## config.mk

```make
export PLATFORM = sky130hd
export DESIGN_NAME = occh_timer
export DESIGN_NICKNAME = d
export VERILOG_FILES = /design/src/rtl/occh_pkg.sv /design/src/rtl/occh_src_sel.sv /design/src/rtl/occh_counter.sv /design/src/rtl/occh_output.sv /design/src/rtl/occh_timer.sv
export SDC_FILE = /design/constraint.sdc
export NUM_CORES = 1
export LEC_CHECK = 0
export ABC_AREA = 1
export ABC_CLOCK_PERIOD_IN_PS = 3200
export BUFFER_PORTS_ARGS = -buffer_cell sky130_fd_sc_hd__buf_2
export CAP_MARGIN = 10
export CORE_MARGIN = 2
export CORE_UTILIZATION = 40
export CTS_CLUSTER_DIAMETER = 50
export CTS_CLUSTER_SIZE = 28
export DETAILED_ROUTE_END_ITERATION = 7
export PLACE_DENSITY = 0.65
export SLEW_MARGIN = 20
export SYNTH_ARGS = -nofsm -noshare
export SYNTH_HDL_FRONTEND = slang
export SYNTH_HIERARCHICAL = 1
export SYNTH_SLANG_ARGS = --single-unit
export TNS_END_PERCENT = 10
```

## constraint.sdc

```tcl
create_clock -name clk -period 3.2 [get_ports clk]
set_input_delay 0.16 -clock clk [delete_from_list [all_inputs] [get_ports clk]]
set_output_delay 0.16 -clock clk [all_outputs]
set_load 0.05 [all_outputs]
```

## src/rtl/occh_pkg.sv

```systemverilog
package occh_pkg;

    typedef enum logic [1:0] {
        CS_FREE  = 2'd0,
        CS_ARMED = 2'd1,
        CS_RUN   = 2'd2
    } cnt_state_e;

    typedef enum logic [1:0] {
        OS_WAIT = 2'd0,
        OS_HIGH = 2'd1,
        OS_DONE = 2'd2
    } out_state_e;

    typedef enum logic [1:0] {
        OM_OFF    = 2'b00,
        OM_SINGLE = 2'b01,
        OM_REPEAT = 2'b10,
        OM_PWM    = 2'b11
    } out_mode_e;

endpackage

```

## src/rtl/occh_src_sel.sv

```systemverilog
module occh_src_sel #(
    parameter int NSRC  = 21,
    parameter int SEL_W = 5
) (
    input  logic [NSRC-1:0]  sync_src,
    input  logic [SEL_W-1:0] src_sel,
    output logic             slaved,
    output logic             src_evt
);

    // A select of zero means the counter is on its own.
    assign slaved = (src_sel != '0);

    // Select v picks line v-1; values past the last line pick nothing.
    always_comb begin
        src_evt = 1'b0;
        for (int i = 0; i < NSRC; i++) begin
            if (src_sel == SEL_W'(i + 1)) begin
                src_evt = sync_src[i];
            end
        end
    end

endmodule

```

## src/rtl/occh_counter.sv

```systemverilog
module occh_counter
    import occh_pkg::*;
#(
    parameter int CNT_W = 16
) (
    input  logic             clk,
    input  logic             rst_n,
    input  logic             clk_en,
    input  logic             slaved,
    input  logic             trig_mode,
    input  logic             src_evt,
    input  logic             pwm_mode,
    input  logic             shot_done,
    input  logic [CNT_W-1:0] cmp_sec,
    output logic [CNT_W-1:0] cnt,
    output cnt_state_e       state,
    output logic             tick,
    output logic             restart
);

    localparam logic [CNT_W-1:0] CNT_MAX = '1;

    cnt_state_e       state_nxt;
    logic [CNT_W-1:0] cnt_nxt;
    logic             trig_on;
    logic             sync_on;
    logic             period_end;

    assign trig_on    = slaved && trig_mode;
    assign sync_on    = slaved && !trig_mode;
    assign period_end = (cnt == CNT_MAX) || (pwm_mode && (cnt == cmp_sec));

    always_comb begin
        state_nxt = state;
        cnt_nxt   = cnt;
        tick      = 1'b0;
        restart   = 1'b0;
        unique case (state)
            CS_FREE: begin
                if (trig_on) begin
                    state_nxt = CS_ARMED;
                    cnt_nxt   = '0;
                end else if (sync_on && src_evt) begin
                    cnt_nxt = '0;
                    restart = 1'b1;
                end else if (clk_en) begin
                    tick    = 1'b1;
                    restart = period_end;
                    cnt_nxt = period_end ? '0 : cnt + CNT_W'(1);
                end
            end
            CS_ARMED: begin
                cnt_nxt = '0;
                if (!trig_on) begin
                    state_nxt = CS_FREE;
                end else if (src_evt) begin
                    state_nxt = CS_RUN;
                    restart   = 1'b1;
                end
            end
            CS_RUN: begin
                if (!trig_on) begin
                    state_nxt = CS_FREE;
                end else if (shot_done) begin
                    state_nxt = CS_ARMED;
                    cnt_nxt   = '0;
                end else if (clk_en) begin
                    tick = 1'b1;
                    if (period_end) begin
                        state_nxt = CS_ARMED;
                        cnt_nxt   = '0;
                    end else begin
                        cnt_nxt = cnt + CNT_W'(1);
                    end
                end
            end
            default: state_nxt = CS_FREE;
        endcase
    end

    always_ff @(posedge clk) begin
        if (!rst_n) begin
            state <= CS_FREE;
            cnt   <= '0;
        end else begin
            state <= state_nxt;
            cnt   <= cnt_nxt;
        end
    end

endmodule

```

## src/rtl/occh_output.sv

```systemverilog
module occh_output
    import occh_pkg::*;
#(
    parameter int CNT_W = 16
) (
    input  logic             clk,
    input  logic             rst_n,
    input  out_mode_e        mode,
    input  logic             arm,
    input  logic             tick,
    input  logic             restart,
    input  logic [CNT_W-1:0] cnt,
    input  logic [CNT_W-1:0] cmp_pri,
    input  logic [CNT_W-1:0] cmp_sec,
    output out_state_e       state,
    output logic             oc_out,
    output logic             match_irq
);

    out_state_e state_nxt;
    logic       hit_pri;
    logic       hit_sec;

    assign hit_pri = tick && (cnt == cmp_pri);
    assign hit_sec = tick && (cnt == cmp_sec);

    always_comb begin
        state_nxt = state;
        unique case (state)
            OS_WAIT: begin
                unique case (mode)
                    OM_OFF:    state_nxt = OS_WAIT;
                    OM_SINGLE: if (hit_pri) state_nxt = OS_HIGH;
                    OM_REPEAT: if (hit_pri) state_nxt = OS_HIGH;
                    OM_PWM:    if (restart) state_nxt = OS_HIGH;
                    default:   state_nxt = OS_WAIT;
                endcase
            end
            OS_HIGH: begin
                unique case (mode)
                    OM_OFF:    state_nxt = OS_WAIT;
                    OM_SINGLE: if (hit_sec) state_nxt = OS_DONE;
                    OM_REPEAT: if (hit_sec) state_nxt = OS_WAIT;
                    OM_PWM:    if (!restart && hit_pri) state_nxt = OS_WAIT;
                    default:   state_nxt = OS_WAIT;
                endcase
            end
            OS_DONE: begin
                if (mode != OM_SINGLE || arm) begin
                    state_nxt = OS_WAIT;
                end
            end
            default: state_nxt = OS_WAIT;
        endcase
    end

    always_ff @(posedge clk) begin
        if (!rst_n) begin
            state <= OS_WAIT;
        end else begin
            state <= state_nxt;
        end
    end

    always_ff @(posedge clk) begin
        if (!rst_n) begin
            match_irq <= 1'b0;
        end else begin
            match_irq <= hit_pri || hit_sec;
        end
    end

    always_comb begin
        oc_out = (state == OS_HIGH);
    end

endmodule

```

## src/rtl/occh_timer.sv

```systemverilog
module occh_timer
    import occh_pkg::*;
#(
    parameter int NSRC  = 21,
    parameter int SEL_W = 5,
    parameter int CNT_W = 16
) (
    input  logic             clk,
    input  logic             rst_n,
    input  logic             clk_en,
    input  logic [NSRC-1:0]  sync_src,
    input  logic [SEL_W-1:0] src_sel,
    input  logic             trig_mode,
    input  logic [1:0]       out_mode,
    input  logic             arm,
    input  logic [CNT_W-1:0] cmp_pri,
    input  logic [CNT_W-1:0] cmp_sec,
    output logic             oc_out,
    output logic             match_irq
);

    out_mode_e        omode;
    logic             slaved;
    logic             src_evt;
    logic [CNT_W-1:0] cnt;
    cnt_state_e       cstate;
    out_state_e       ostate;
    logic             tick;
    logic             restart;
    logic             shot_done;

    assign omode = out_mode_e'(out_mode);

    // A finished one-shot keeps a triggered counter parked.
    assign shot_done = (ostate == OS_DONE) && (omode == OM_SINGLE);

    occh_src_sel #(
        .NSRC  (NSRC),
        .SEL_W (SEL_W)
    ) u_sel (
        .sync_src (sync_src),
        .src_sel  (src_sel),
        .slaved   (slaved),
        .src_evt  (src_evt)
    );

    occh_counter #(
        .CNT_W (CNT_W)
    ) u_cnt (
        .clk       (clk),
        .rst_n     (rst_n),
        .clk_en    (clk_en),
        .slaved    (slaved),
        .trig_mode (trig_mode),
        .src_evt   (src_evt),
        .pwm_mode  (omode == OM_PWM),
        .shot_done (shot_done),
        .cmp_sec   (cmp_sec),
        .cnt       (cnt),
        .state     (cstate),
        .tick      (tick),
        .restart   (restart)
    );

    occh_output #(
        .CNT_W (CNT_W)
    ) u_out (
        .clk       (clk),
        .rst_n     (rst_n),
        .mode      (omode),
        .arm       (arm),
        .tick      (tick),
        .restart   (restart),
        .cnt       (cnt),
        .cmp_pri   (cmp_pri),
        .cmp_sec   (cmp_sec),
        .state     (ostate),
        .oc_out    (oc_out),
        .match_irq (match_irq)
    );

endmodule

```

==> results of run 1 <==
==> power by group through the flow <==
stage	registers [mW]	clock network [mW]	logic, mW
after floorplan	0.323	0	0.461
after global placement	0.336	0	0.612
after detailed placement	0.337	0	0.615
after CTS	0.330	0.204	0.618
after global routing	0.336	0.213	0.706
final	0.329	0.193	0.619
==> final timing paths <==
check | from | to | cells past startpoint | slack, ns
worst max register to register | u_cnt/cnt[0] | u_out/state[0] | 16 | 0.57
worst min-delay path | rst_n | u_out/state[1] | 3 | 0.22
worst max-delay path | src_sel[0] | u_out/state[0] | 29 | 0.55
worst min register to register | u_out/state[1] | u_out/state[1] | 2 | 0.55
==> final cells by class <==
cell class,count,area (um^2),share of cell area [%]
clock buffer,3,41.3,1.20
sequential,21,420,12.2
inverter,108,407,11.8
tap,99,124,3.60
clock inverter,1,7.51,0.218
timing repair buffer,67,338,9.81
multi-input combinational,414,2110,61.2
==> worst min-delay path, stage by stage <==
cell,delay (ns)
sky130_fd_sc_hd__buf_2,0.18
sky130_fd_sc_hd__nand2_1,0.09
sky130_fd_sc_hd__nor2_1,0.03
==> metal layers <==
| metal | track usage (%) | part of all wire, % |
|---|---|---|
| met5 | 0 | 0 |
| met4 | 4.49 | 1.3 |
| met3 | 2.85 | 6.0 |
| met2 | 39.3 | 48 |
| met1 | 29.5 | 45 |
==> synthesized netlist by cell type, types with 2 or more instances <==
cell type                   instances  area (um^2)
sky130_fd_sc_hd__a21boi_0           2         15.0
sky130_fd_sc_hd__a21oi_1           25          125
sky130_fd_sc_hd__buf_2              2         10.0
sky130_fd_sc_hd__clkbuf_1           3         11.3
sky130_fd_sc_hd__clkinv_1           2         7.51
sky130_fd_sc_hd__dfxtp_1           21          420
sky130_fd_sc_hd__ha_1               9          113
sky130_fd_sc_hd__inv_1             96          360
sky130_fd_sc_hd__inv_2              9         33.8
sky130_fd_sc_hd__nand2_1          166          623
sky130_fd_sc_hd__nand2_2            6         37.5
sky130_fd_sc_hd__nand2_4            2         22.5
sky130_fd_sc_hd__nand3_1           39          195
sky130_fd_sc_hd__nand3_2            3         30.0
sky130_fd_sc_hd__nand3b_1           4         30.0
sky130_fd_sc_hd__nand4_1           25          156
sky130_fd_sc_hd__nor2_1            61          229
sky130_fd_sc_hd__nor2_2             6         37.5
sky130_fd_sc_hd__nor2_4             2         22.5
sky130_fd_sc_hd__nor3_1             4         20.0
sky130_fd_sc_hd__nor3b_1            2         15.0
sky130_fd_sc_hd__nor4_1             4         25.0
sky130_fd_sc_hd__o2111ai_1          3         26.3
sky130_fd_sc_hd__o21ai_0           13         65.1
sky130_fd_sc_hd__o31ai_1            2         15.0
sky130_fd_sc_hd__or2_2              3         18.8
sky130_fd_sc_hd__xnor2_1           14          123
sky130_fd_sc_hd__xor2_1             6         52.6
==> cells by family after synthesis <==
group	after synthesis	share of synthesized area, %
DFF	21	14.1
buffers and inverters	115	15.0
xor gates and xnor gates	20	5.89
AOI/OAI and AO/OA	53	10.5
adders and majority gates	9	3.79
and+or+nand+nor	332	50.7
==> registers in the layout, indices dropped and copies added (netlist names) <==
signal and cells:
u_cnt/cnt 16, u_cnt/state 2, u_out/state 2, u_out/match_irq 1
==> through the flow <==
stage | power, mW | area [um^2] | util (%)
after floorplan | 0.785 | 2970 | -
after global routing | 1.26 | 3440 | 47.7
final | 1.14 | 3440 | 47.7
after CTS | 1.15 | 3440 | 47.7
after detailed placement | 0.951 | 3390 | 47.1
after global placement | 0.948 | 3390 | 47.1
==> parameters.txt, run 1 <==
Parameter                              Value

Power and ir drop
  Switching share of total power ... 48.7%
  Leakage ... 1.76 nW
  Worst supply voltage drop on vdd ... 0.203 mV
  Power density of the placed cells ... 331 mW/mm^2
  Clk network pwr share ... 16.9%
  Register share of total power ... 28.9%
  P_int ... 0.586 mW
  Share of power burned in combinational logic ... 54.2%
  Total net switching power ... 0.556 mW

GRT
  Number of global-route vias before repair ... 3367
  Largest net degree at the start of global routing ... 18
  Grt ovf ... 0
  Initial antenna violation count ... 0
  GRT Overall Usage ... 22.4%
  Wire length of the first global-routing pass ... 15.2 mm

Floorplan
  Die Width ... 90.2 um
  Die area ... 0.00814 mm^2
  Floorplan row count ... 31
  Die boundary height ... 90.2 um
  Starting utilization of the core area ... 41.2%
  Core Area ... 0.00721 mm^2
  Top-Level Pins ... 67

Route
  Overall via count from detail_route ... 3561
  DRC errors left ... 0
  Drt pass-1 iters ... 5
  Total routed wirelength ... 9.03 mm
  Average detailed-routed wire length per instance ... 12.7 um
  Count of antenna-violating nets left after detailed routing ... 0
  Number of DRC violations after detailed-routing iteration 0 ... 245
  Routed vias/inst ... 4.99

Clock network
  TritonCTS buffer count ... 3
  Clock tree from TritonCTS ... done
  Buffer count from post-CTS setup fixing ... 0
  Hold-fix buffers, CTS ... 0
  Clock sink total ... 21
  PostCTS Resize Cnt ... 0
  CTS HTree Levels ... 1
  Clock root buffer master ... sky130_fd_sc_hd__clkbuf_8
  Insertion delay of the later-clocked pin in the worst-skew pair ... 0.27 ns
  Number of buffers on the longest clock path ... 2
  Clock-pin transition on the worst setup and hold timing paths ... 0.09 ns

Cells and area
  Highest-count cells in the layout ignoring fill and taps ... 166 x sky130_fd_sc_hd__nand2_1, 96 x sky130_fd_sc_hd__inv_1, 66 x sky130_fd_sc_hd__buf_2, 61 x sky130_fd_sc_hd__nor2_1, 39 x sky130_fd_sc_hd__nand3_1
  Signed area change from the synthesized netlist to the final layout ... 15.8%
  Leading cell type in the layout, fill and taps excluded ... sky130_fd_sc_hd__nand2_1
  Ant. Diodes ... 0
  Fraction of layout instances using a drive strength above 1 ... 17.3%
  Count of placed standard cells in the final layout, fillers left out ... 713
  Number of nets in the layout ... 689
  Layout filler cell count ... 806

Yosys
  Net count after synthesis ... 624
  Most instantiated flip-flop cell in the synthesis netlist ... sky130_fd_sc_hd__dfxtp_1
  Netlist Area Pre-Place ... 0.00297 mm^2
  Number of unique standard cell types used by synthesis ... 44
  Number of warning messages in the yosys log ... 6
  Async S/R FF share, synth ... 0%
  Avg Cell Area, Syn ... 5.41 um^2
  Proportion of synthesized chip area in sequential cells ... 14.1%
  Number of standard cells after synthesis ... 550
  Count of state elements after synthesis ... 21
  EDFF count, synth ... 0

Setup path
  CP startpoint kind ... input pin
  Kind of critical path ... in -> reg
  Number of buffers and inverters on the critical path ... 3
  Peak fanout along the critical path ... 7
  Cell with the most instances on the worst path ... sky130_fd_sc_hd__nand2_1
  Crit-path max cell delay ... 0.22 ns
  CP top delay family ... simple AND/OR/NAND/NOR gates
  Arrival time of data at the critical path endpoint ... 2.86 ns
  CP max-delay cell ... sky130_fd_sc_hd__a21oi_1
  Critical Path End Type ... register
  Worst EP required ... 3.41 ns

Timing
  Share of the cycle needed by the critical path after routing ... 82.8%
  Headroom to the max-slew limit ... 65.4%
  Least-Margin Pin Slew ... 0.506 ns
  Worst clock skew on the final layout ... 0.00457 ns
  Count of endpoints failing hold in the final timing report ... 0
  RSZ-0062 raised after global routing ... false
  Final count of pins violating max slew ... 0
  Max Clock Freq ... 377 MHz
  Min Clock Period, post-route ... 2.65 ns
  Post-route worst setup slack ... 0.549 ns
  Setup-failing EPs final ... 0
  Total negative setup slack ... 0 ns
  Hold slack ... 0.219 ns

Run
  Number of maximum-capacitance violations ... 0

Place
  Cells after DPL ... 709
  Buffers on Ports ... 66
  Hpwl dp ... 7.36 mm
  Final estimated routing congestion in global placement ... 0.951
  Pre-CTS WS ... 0.269 ns

Status
  Outcome ... finished, final reports clean

Min path
  Class of the tightest hold or removal check ... in -> reg
Note: power is estimated with default switching activity, not from simulation.
==> run 2: changes to the inputs <==
- ABC_CLOCK_PERIOD_IN_PS: 3200 -> 2300
- PLACE_DENSITY: 0.65 -> 0.67
- clock period: 3.2 -> 2.3 ns (I/O delays scaled with it)
==> parameters.txt, run 2 (synthesized netlist as in run 1, its figures left out) <==
Parameter                              Value

Place
  Standard cell area after detailed placement ... 0.00368 mm^2 (+8.4%)
  Hpwl dp ... 7.62 mm (+3.4%)
  Buffers on Ports ... 66 (unchanged)
  Final estimated routing congestion in global placement ... 0.998 (+5.0%)

Cells and area
  Number of nets in the layout ... 726 (+5.4%)
  Regs by FF count ... u_cnt/cnt (16), u_cnt/state (2), u_out/state (2)
  Ant. Diodes ... 0 (unchanged)
  Reg with most FFs ... u_cnt/cnt
  Highest-count cells in the layout ignoring fill and taps ... 165 x sky130_fd_sc_hd__nand2_1, 94 x sky130_fd_sc_hd__inv_1, 63 x sky130_fd_sc_hd__buf_2, 61 x sky130_fd_sc_hd__nor2_1, 38 x sky130_fd_sc_hd__nand3_1
  Signed area change from the synthesized netlist to the final layout ... 28.0%
  Area occupied by multi-input gates ... 0.00216 mm^2 (+2.6%)
  Fraction of layout instances using a drive strength above 1 ... 23.8% (+6.5 points)
  FF+latch area ... 420 um^2 (unchanged)
  Layout filler cell count ... 778 (-3.5%)
  Number of flip-flops in the largest register ... 16 (unchanged)
  Final Instance Area ... 0.00380 mm^2 (+11%)
  Leading cell type in the layout, fill and taps excluded ... sky130_fd_sc_hd__nand2_1

Floorplan
  Top-Level Pins ... 67 (unchanged)
  Die area ... 0.00814 mm^2 (unchanged)
  Floorplan row count ... 31 (unchanged)
  Core Area ... 0.00721 mm^2 (unchanged)
  Starting utilization of the core area ... 41.2% (unchanged)
  Die boundary height ... 90.2 um (unchanged)
  Die Width ... 90.2 um (unchanged)

Setup path
  Peak fanout along the critical path ... 5 (-2)
  CP max-delay cell ... sky130_fd_sc_hd__or2_1
  Crit-path max cell delay ... 0.21 ns (about the same)
  Critical Path End Type ... register
  Kind of critical path ... in -> reg
  Cell with the most instances on the worst path ... sky130_fd_sc_hd__nand2_1
  CP startpoint kind ... input pin
  Worst EP required ... 2.51 ns (-0.90 ns)
  Arrival time of data at the critical path endpoint ... 2.70 ns (-0.16 ns)

Timing
  RSZ-0062 raised after global routing ... true
  Max Clock Freq ... 402 MHz
  Headroom to the max-slew limit ... 66.5% (+1.1 points)
  Min Clock Period, post-route ... 2.49 ns
  Count of endpoints failing hold in the final timing report ... 0 (unchanged)
  Hold slack ... 0.168 ns (-0.0518 ns)
  Setup-failing EPs final ... 3 (+3)
  Final count of pins violating max slew ... 0 (unchanged)
  Post-route worst setup slack ... -0.186 ns (-0.735 ns)
  Least-Margin Pin Slew ... 0.502 ns (-0.00394 ns)
  Share of the cycle needed by the critical path after routing ... 108%
  Worst clock skew on the final layout ... 0.00505 ns (+0.000479 ns)

Power and ir drop
  Power density of the placed cells ... 472 mW/mm^2 (+42%)
  Leakage ... 1.96 nW (+11%)
  Worst supply voltage drop on vdd ... 0.233 mV (+15%)

GRT
  Initial antenna violation count ... 0 (unchanged)
  Number of global-route vias before repair ... 3460 (+2.8%)
  GRT Overall Usage ... 23.0% (+0.62 points)
  Largest net degree at the start of global routing ... 16 (-2)
  Wire length of the first global-routing pass ... 15.7 mm (+3.4%)
  Grt ovf ... 0 (unchanged)

Status
  Violations in the final reports ... setup timing
  Outcome ... finished with violations

Clock network
  Insertion delay of the later-clocked pin in the worst-skew pair ... 0.27 ns (about the same)
  CTS HTree Levels ... 1 (unchanged)
  Clock-pin transition on the worst setup and hold timing paths ... 0.09 ns (about the same)
  Clock sink total ... 21 (unchanged)
  Clock root buffer master ... sky130_fd_sc_hd__clkbuf_8
  TritonCTS buffer count ... 3 (unchanged)
  Clock tree from TritonCTS ... done
  Number of buffers on the longest clock path ... 2 (unchanged)

Route
  DRC errors left ... 0 (unchanged)
  Drt pass-1 iters ... 6 (+1)
  Routed vias/inst ... 4.96 (-0.64%)
  Overall via count from detail_route ... 3722 (+4.5%)
  Average detailed-routed wire length per instance ... 12.6 um (-0.42%)
  Total routed wirelength ... 9.46 mm (+4.8%)
  Number of DRC violations after detailed-routing iteration 0 ... 189 (-23%)
  Count of antenna-violating nets left after detailed routing ... 0 (unchanged)

Run
  Number of maximum-capacitance violations ... 0 (unchanged)

Min path
  Class of the tightest hold or removal check ... in -> reg
run 2: worst paths after layout:
kind	end	start	slack, ns	cells after the start
worst max-delay path	u_out/state[1]	src_sel[3]	-0.19	26
worst min-delay path	u_cnt/state[0]	rst_n	0.17	3
worst max register to register	u_out/state[1]	u_cnt/state[1]	-0.09	16
worst min register to register	u_cnt/cnt[15]	u_cnt/cnt[15]	0.54	2
run 2: per-stage QoR:
step | worst slack (ns) | instances | utilization [%] | total power, mW | TNS (ns)
2_1_floorplan | 0.00460 | 550 | - | 1.09 | 0
3_3_place_gp | -0.326 | 745 | 51.0 | 1.48 | -1.69
3_5_place_dp | -0.422 | 745 | 51.0 | 1.50 | -2.35
4_1_cts | -0.119 | 749 | 52.0 | 1.77 | -0.222
5_1_grt | -0.424 | 750 | 52.7 | 1.96 | -1.46
6_report | -0.186 | 750 | 52.7 | 1.80 | -0.366
run 2: power breakdown:
part	leakage (nW)	switching, mW	internal [mW]
registers	0.170	0.0413	0.402
clock network	0.0255	0.139	0.121
logic	1.77	0.657	0.435
run 2: layout make-up:
type / instances / share of cell area, %
repair buffers: 104 / 17.0
multi-input cells: 414 / 56.8
clock inverters: 1 / 0.132
clock buffers: 3 / 1.09
flip-flops and latches: 21 / 11.0
well taps: 99 / 3.26
inverters: 108 / 10.7
run 2: metal layers:
| layer | track usage, % | wire length (um) |
|---|---|---|
| met3 | 2.60 | 504 |
| met5 | 0 | 0 |
| met4 | 6.67 | 133 |
| met2 | 41.9 | 4600 |
| met1 | 28.6 | 4220 |
run 2: worst max-delay path: cells and delay by family:
kind                   cells  cell delay, ns
and+or+nand+nor           21            1.97
buffers and inverters      3            0.31
AOI/OAI and AO/OA          2            0.29
run 2: repair_timing:
item / 4_1_cts / 5_1_grt
hold endpoints to repair: 0 / 0
buffers inserted: 0 / 1
hold buffers: 0 / 0
endpoints found under the setup margin: 3 / 17
pin swaps: 1 / 14
resized for setup: 5 / 17
